===== src/rtl/hint_classifier.sv =====
module hint_classifier (
  input  logic        clk_i,
  input  logic        rst_ni,
  input  logic        valid_i,
  input  logic [31:0] insn_i,
  output logic        valid_o,
  output logic        normal_o,
  output logic        std_hint_o,
  output logic        cust_hint_o,
  output logic        rsvd_o,
  output logic        named_o,
  output logic [2:0]  hint_code_o
);
  localparam logic [6:0] OPC_LUI   = 7'b0110111;
  localparam logic [6:0] OPC_AUIPC = 7'b0010111;
  localparam logic [6:0] OPC_IMM   = 7'b0010011;
  localparam logic [6:0] OPC_IMMW  = 7'b0011011;
  localparam logic [6:0] OPC_REG   = 7'b0110011;
  localparam logic [6:0] OPC_REGW  = 7'b0111011;
  localparam logic [6:0] OPC_FENCE = 7'b0001111;
  localparam logic [6:0] F7_ALT    = 7'b0100000;
  localparam logic [5:0] F6_ALT    = 6'b010000;

  wire [6:0] opc   = insn_i[6:0];
  wire [2:0] f3    = insn_i[14:12];
  wire [6:0] f7    = insn_i[31:25];
  wire [5:0] f6    = insn_i[31:26];
  wire [4:0] rs2   = insn_i[24:20];
  wire [3:0] fm    = insn_i[31:28];
  wire [3:0] pred  = insn_i[27:24];
  wire [3:0] succ  = insn_i[23:20];
  wire       rd0   = insn_i[11:7] == 5'd0;
  wire       rs10  = insn_i[19:15] == 5'd0;
  wire       imm0  = insn_i[31:20] == 12'd0;
  wire       sh_ok = (f3 == 3'b001 && f6 == 6'd0) ||
                     (f3 == 3'b101 && (f6 == 6'd0 || f6 == F6_ALT));
  wire       alt_ok = f3 == 3'b000 || f3 == 3'b101;

  logic       c_std, c_cus, c_rsv;
  logic [2:0] c_code;

  always_comb begin
    c_std  = 1'b0;
    c_cus  = 1'b0;
    c_rsv  = 1'b0;
    c_code = 3'd0;
    unique case (opc)
      OPC_LUI, OPC_AUIPC: c_std = rd0;
      OPC_IMM: begin
        if (f3 == 3'b000)                         c_std = rd0 && (!rs10 || !imm0);
        else if (f3 == 3'b010 || f3 == 3'b011)    c_cus = rd0;
        else if (f3 == 3'b001 || f3 == 3'b101)    c_cus = rd0 && sh_ok;
        else                                      c_std = rd0;
      end
      OPC_IMMW: begin
        if (f3 == 3'b000) c_std = rd0;
        else if (sh_ok) begin
          c_rsv = insn_i[25];
          c_cus = !insn_i[25] && rd0;
        end
      end
      OPC_REG: begin
        if (rd0 && (f7 == 7'd0 || (f7 == F7_ALT && alt_ok))) begin
          if (f3 == 3'b010 || f3 == 3'b011)
            c_cus = 1'b1;
          else if (f3 == 3'b000 && f7 == 7'd0 && rs10 && rs2 >= 5'd2 && rs2 <= 5'd5)
            c_code = 3'(rs2 - 5'd1);
          else
            c_std = 1'b1;
        end
      end
      OPC_REGW: begin
        c_std = rd0 && ((f7 == 7'd0 && (alt_ok || f3 == 3'b001)) ||
                        (f7 == F7_ALT && alt_ok));
      end
      OPC_FENCE: begin
        if (f3 == 3'b000 && fm == 4'd0 && (pred == 4'd0 || succ == 4'd0) && (rd0 || rs10)) begin
          if (rd0 && rs10 && pred == 4'b0001 && succ == 4'd0) c_code = 3'd5;
          else                                                 c_std  = 1'b1;
        end
      end
      default: ;
    endcase
  end

  wire c_named = c_code != 3'd0;

  always_ff @(posedge clk_i or negedge rst_ni) begin
    if (!rst_ni) begin
      valid_o     <= 1'b0;
      normal_o    <= 1'b0;
      std_hint_o  <= 1'b0;
      cust_hint_o <= 1'b0;
      rsvd_o      <= 1'b0;
      named_o     <= 1'b0;
      hint_code_o <= 3'd0;
    end else begin
      valid_o     <= valid_i;
      normal_o    <= valid_i && !(c_std || c_cus || c_rsv || c_named);
      std_hint_o  <= valid_i && c_std;
      cust_hint_o <= valid_i && c_cus;
      rsvd_o      <= valid_i && c_rsv;
      named_o     <= valid_i && c_named;
      hint_code_o <= valid_i ? c_code : 3'd0;
    end
  end


  valid_follow_chk: assert property (@(posedge clk_i) disable iff (!rst_ni)
    valid_i |=> valid_o);

  valid_drop_chk: assert property (@(posedge clk_i) disable iff (!rst_ni)
    !valid_i |=> !valid_o);

  idle_quiet_chk: assert property (@(posedge clk_i) disable iff (!rst_ni)
    !valid_o |-> ({normal_o, std_hint_o, cust_hint_o, rsvd_o, named_o} == 5'd0 && hint_code_o == 3'd0));

  one_class_chk: assert property (@(posedge clk_i) disable iff (!rst_ni)
    valid_o |-> $countones({normal_o, std_hint_o, cust_hint_o, rsvd_o, named_o}) == 1);

  rsvd_origin_chk: assert property (@(posedge clk_i) disable iff (!rst_ni)
    rsvd_o |-> ($past(insn_i[6:0]) == OPC_IMMW && $past(insn_i[25])));

  cust_dest_chk: assert property (@(posedge clk_i) disable iff (!rst_ni)
    cust_hint_o |-> $past(insn_i[11:7]) == 5'd0);

  pause_origin_chk: assert property (@(posedge clk_i) disable iff (!rst_ni)
    hint_code_o == 3'd5 |-> $past(insn_i[6:0]) == OPC_FENCE);

  code_named_chk: assert property (@(posedge clk_i) disable iff (!rst_ni)
    (hint_code_o != 3'd0) == named_o);

  code_range_chk: assert property (@(posedge clk_i) disable iff (!rst_ni)
    hint_code_o <= 3'd5);
endmodule


===== config.mk =====
export PLATFORM = sky130hd
export DESIGN_NAME = hint_classifier
export DESIGN_NICKNAME = d
export VERILOG_FILES = /design/src/rtl/hint_classifier.sv
export SDC_FILE = /design/constraint.sdc
export NUM_CORES = 1
export LEC_CHECK = 0
export BUFFER_PORTS_ARGS = -buffer_cell sky130_fd_sc_hd__buf_2
export CAP_MARGIN = 15
export CORE_MARGIN = 2
export CORE_UTILIZATION = 40
export DETAILED_ROUTE_END_ITERATION = 6
export PLACE_DENSITY = 0.73
export SETUP_SLACK_MARGIN = 0.4
export SKIP_CTS_REPAIR_TIMING = 1
export SYNTH_ARGS = -nofsm -noshare
export SYNTH_HDL_FRONTEND = slang
export SYNTH_SLANG_ARGS = --single-unit
export TNS_END_PERCENT = 50

===== constraint.sdc =====
create_clock -name clk_i -period 0.8 [get_ports clk_i]
set_input_delay 0.12 -clock clk_i [delete_from_list [all_inputs] [get_ports clk_i]]
set_output_delay 0.12 -clock clk_i [all_outputs]
set_load 0.03 [all_outputs]

== Yosys cells after proc, flatten, opt, wreduce, memory -nomap -nowiden ==
Index checks and enable logic that the tools add are counted.
Word-level totals
  register bits: 9
  bits of input ports: 35
  output and inout bits: 9
Cells by class
  add/subtract/negate cells: 1
  $lt $le $gt $ge: 2
  eq/ne operators: 14
  muxes and demuxes: 28
  reductions and logical operators: 53
Operators by type and width (number)
  equality test 7 x 6 -> 1 bit, second input constant: 4
  logical AND 1 bit: 24
  equality test 7 x 5 -> 1 bit, second input constant: 3
  2-to-1 mux 1 bit: 19
  2-to-1 mux 3 bit: 6
  logical OR 1 bit: 14
  logical NOT 12 bit: 1
  logical NOT 4 bit: 3
  logical NOT 5 bit: 2
  equality test 7 x 4 -> 1 bit, second input constant: 1
  logical NOT 7 bit: 1
  equality test 3 x 2 -> 1 bit, second input constant: 2
  equality test 6 x 5 -> 1 bit, second input constant: 1
  logical NOT 6 bit: 1
  case mux 1 bit (6 select lines): 1
  case mux 3 bit (2 select lines): 1
  >= comparator 5 x 2 -> 1 bit, second input constant: 1
  <= comparator 5 x 3 -> 1 bit, second input constant: 1
  equality test 4 x 1 -> 1 bit, second input constant: 1
  logical NOT 1 bit: 4
  equality test 3 x 1 -> 1 bit, second input constant: 1
  equality test 3 bit, second input constant: 1
  logical NOT 3 bit: 1
  case mux 1 bit (3 select lines): 1
  3 further kinds: 3

== Depth between registers and ports, before layout ==
  word-level depth: 14
  mapped depth: 8
  mapped depth without buffers: 8

== Least setup slack after synthesis ==
Ideal clock, no wire load.
  path type: input -> register
  start point: input port insn_i[15]
  end point: register std_hint_o
  arrival: 1.465 ns
  path slack: -0.784 ns
  cell stages on the path: 6
  cell sequence: or4_4 -> nor4b_4 -> nand3_1 -> a32oi_1 -> o221ai_1 -> and2_1
On the way
  longest elaborated chain between the ends: 9
Ends and longest elaborated chain
  from (decl): RTL line 5  | input logic [31:0] insn_i,
  logical NOT 5 bit *: RTL line 33  | wire rs10 = insn_i[19:15] == 5'd0;
  logical AND 1 bit (3 in a row): RTL line 66  | else if (f3 == 3'b000 && f7 == 7'd0 && rs10 && rs2 >= 5'd2 && rs2 <= 5'd5)
  2-to-1 mux 1 bit: RTL line 66
  2-to-1 mux 1 bit: RTL line 64  | if (f3 == 3'b010 || f3 == 3'b011)
  2-to-1 mux 1 bit: RTL line 63  | if (rd0 && (f7 == 7'd0 || (f7 == F7_ALT && alt_ok))) begin
  case mux 1 bit (6 select lines) *: RTL line 47  | unique case (opc)
  logical AND 1 bit *: RTL line 100  | std_hint_o <= valid_i && c_std;
  to (signal assigned): RTL line 100
  to (decl): RTL line 8  | output logic std_hint_o,
Every way passes the cells marked *; elsewhere a longest branch is shown, timed or not.

== Worst setup path after layout ==
  start point: input port insn_i[15]
  end point: register normal_o
On the way
  longest elaborated chain between the ends: 13
Ends and longest elaborated chain
  logical NOT 5 bit *: RTL line 33
  logical AND 1 bit (3 in a row): RTL line 66
  2-to-1 mux 1 bit: RTL line 66
  2-to-1 mux 1 bit: RTL line 64
  2-to-1 mux 1 bit: RTL line 63
  case mux 1 bit (6 select lines): RTL line 47
  logical OR 1 bit (2 in a row): RTL line 99  | normal_o <= valid_i && !(c_std || c_cus || c_rsv || c_named);
  logical OR 1 bit *: RTL line 99
  logical NOT 1 bit *: RTL line 99
  logical AND 1 bit *: RTL line 99
  to (signal assigned): RTL line 99
  to (decl): RTL line 7  | output logic normal_o,
Marked as above.

==> flow_summary_export.csv <==
group,metric,value,unit
clock_network,htree_levels,1,
sta,fmax,652,MHz
yosys,ys_warn_count,0,
place,gp_congestion,0.810,
yosys,syn-num-nets,130,
detailed_routing,drt-initial-drc-count,13,
global_routing,globalRouteMet2Util,0.385,
clock_network,numCtsBuffers,3,
place,dp.cells,194,
setup_path,cp.required,0.96,ns
yosys,yosysSeqAreaShare,0.273,
detailed_routing,antenna_left,0,
detailed_routing,dr.pass1.iters,4,
clock_network,clk_pin_slew_worst_paths,0.06,ns
global_routing,grt_antenna_before_repair,0,
clock_network,cts_tree,"done",
global_routing,gr-usage-met1,0.211,
yosys,synth.avg_cell_area,9.07,um^2
detailed_routing,vias,1009,
power_and_ir_drop,p_per_area,851,nW/um^2
yosys,synth_top_area_share,0.273,
setup_path,cp.arrival,1.69,ns
worst_hold_path,hold_path.class,"primary input to async pin",
yosys,netlist_area,826,um^2
flow_run,cap_violations,0,
sta,fin_crit_sh,1.92,
floorplanning,die_h,49.4,um
detailed_routing,viasPerCell,5.10,
yosys,yosys-top-cells-count,"9 x dfrtp_1, 8 x nand2_1, 7 x nor2_1, 5 x nor3_1",
detailed_routing,drc,0,
yosys,postSynthCellCount,91,
finish,nNetsFinal,211,
floorplanning,std_cell_rows,16,
clock_network,clk_path_buf_depth,2,
floorplanning,dieArea,2440,um^2
floorplanning,ios,44,
power_and_ir_drop,ir_worst_vdd,0.495,mV
setup_path,crit_path_start_kind,"primary input",
finish,area_growth,70.3,%
floorplanning,initial_core_util,0.421,
yosys,synth_cell_type_count,42,
setup_path,critPathKind,"primary input to flip-flop",
floorplanning,coreArea,1960,um^2
sta,fin_ws,-0.734,ns
place,dp_hpwl,1.97,mm
yosys,async_flop_share,1.00,
global_routing,grt_pass1_vias,1017,
setup_path,path_max_fanout,2,
global_routing,grt_usage,0.194,
sta,min_period,1.53,ns
global_routing,gr-total-overflow,0,
yosys,synth_area_leaders,"dfrtp_1 27%, ha_1 6.1%, nand2_1 3.6%",
setup_path,cp-startpoint,"insn_i[15]",
yosys,ys_seq_elements,9,
yosys,synth.largest_area_cell,"dfrtp_1",
finish,nFillCells,168,
finish,num_antenna_cells,0,
sta,tns,-5.72,ns
status,violations,"negative hold slack, negative setup slack",
global_routing,grt_start_max_net_pins,10,
sta,finalMaxSlewViolations,0,
power_and_ir_drop,power,1.20,mW
sta,max_slew_margin,0.778,
global_routing,grt_pass1_wl,3.77,mm
sta,setup_viol,17,
clock_network,cts_root_buffer,"clkbuf_4",
sta,rsz0062_at_grt,"yes",
global_routing,grt_busiest_layer,"met2",
setup_path,critPathCaptureType,"flip-flop",
sta,tightestPinTransition,0.331,ns
status,status,"finished with violations",
sta,whs,-0.305,ns
place,port_buffers,43,
global_routing,grt.met3_usage,0.00920,
clock_network,cts.sinks,9,
power_and_ir_drop,leakage,0.694,nW
floorplanning,dieWidth,49.4,um
yosys,ys.flop_type,"dfrtp_1",
yosys,synth_edf_count,0,
finish,drive_gt1_frac,0.573,
yosys,synth_most_common_cell,"dfrtp_1",
detailed_routing,routed_wl,2.26,mm
sta,hold_viol_final,9,
finish,instances_no_fill,198,
detailed_routing,wl_per_cell,11.4,um
-- per-stage QoR --
| step | instance area (um^2) | setup slack (ns) | utilization | hold slack (ns) |
|---|---|---|---|---|
| after floorplan | 831 | -0.784 | - | -0.176 |
| after global placement | 1330 | -0.944 | 0.678 | -0.0338 |
| after detailed placement | 1330 | -1.02 | 0.678 | -0.0302 |
| after CTS | 1360 | -0.729 | 0.691 | -0.308 |
| after global routing | 1410 | -0.838 | 0.717 | -0.294 |
| final | 1410 | -0.734 | 0.717 | -0.305 |
-- state kept, by name (all words and copies together), names as in the netlist --
name and flops:
hint_code_o 3, cust_hint_o 1, named_o 1, normal_o 1
rsvd_o 1, std_hint_o 1, valid_o 1
-- where the power goes --
group	switching [mW]	leakage (nW)	total, mW	internal (mW)
Combinational	0.181	0.557	0.404	0.222
Sequential	0.000794	0.121	0.461	0.461
Clock	0.141	0.0150	0.332	0.191
Total	0.323	0.694	1.20	0.874
-- critical path, stage by stage --
cell	delay (ns)
buf_6	0.09
or4_4	0.54
nor4b_4	0.26
nand3_1	0.11
a32oi_1	0.25
o221ai_2	0.14
nor4_1	0.18
-- worst max-delay path by stage --
stage | endpoint | slack, ns
after floorplan | std_hint_o | -0.78
after global placement | hint_code_o[0] | -0.94
after detailed placement | std_hint_o | -1.02
after CTS | normal_o | -0.73
after global routing | normal_o | -0.84
final | normal_o | -0.73
-- kinds of logic after synthesis --
logic type | synth area share
adder cells (fa/ha/maj) | 0.0606
flip-flops | 0.273
XOR/XNOR | 0.0212
buffers and inverters | 0.0197
AO/OA/AOI/OAI | 0.159
AND/OR/NAND/NOR | 0.467
-- placed cells by master, fill, tap and decap left out, types with 2 or more instances in the layout --
cell type	n
inv_1	3
buf_4	34
nand2_1	8
o21ai_2	2
buf_6	3
or3_4	2
o21ai_0	3
nor3_1	5
nand4_1	4
nor2_1	6
or2b_2	2
and2_1	4
or4_4	2
clkbuf_4	3
nor4_1	3
or4b_1	2
o41ai_1	2
ha_1	4
buf_2	40
or3_1	2
dfrtp_1	9
-- cell type report --
class / count / area [um^2] / share of cell area
multi-input combinational: 78 / 621 / 0.441
timing repair buffer: 77 / 489 / 0.348
sequential: 9 / 225 / 0.160
tap: 27 / 33.8 / 0.0240
clock buffer: 4 / 26.3 / 0.0187
inverter: 3 / 11.3 / 0.00801
-- per-layer routing --
layer | part of all wire | wire (um)
met1 | 0.38 | 850
met2 | 0.56 | 1260
met3 | 0.056 | 127
met4 | 0.0093 | 21
met5 | 0 | 0
Power figures use the tool's default switching activity.
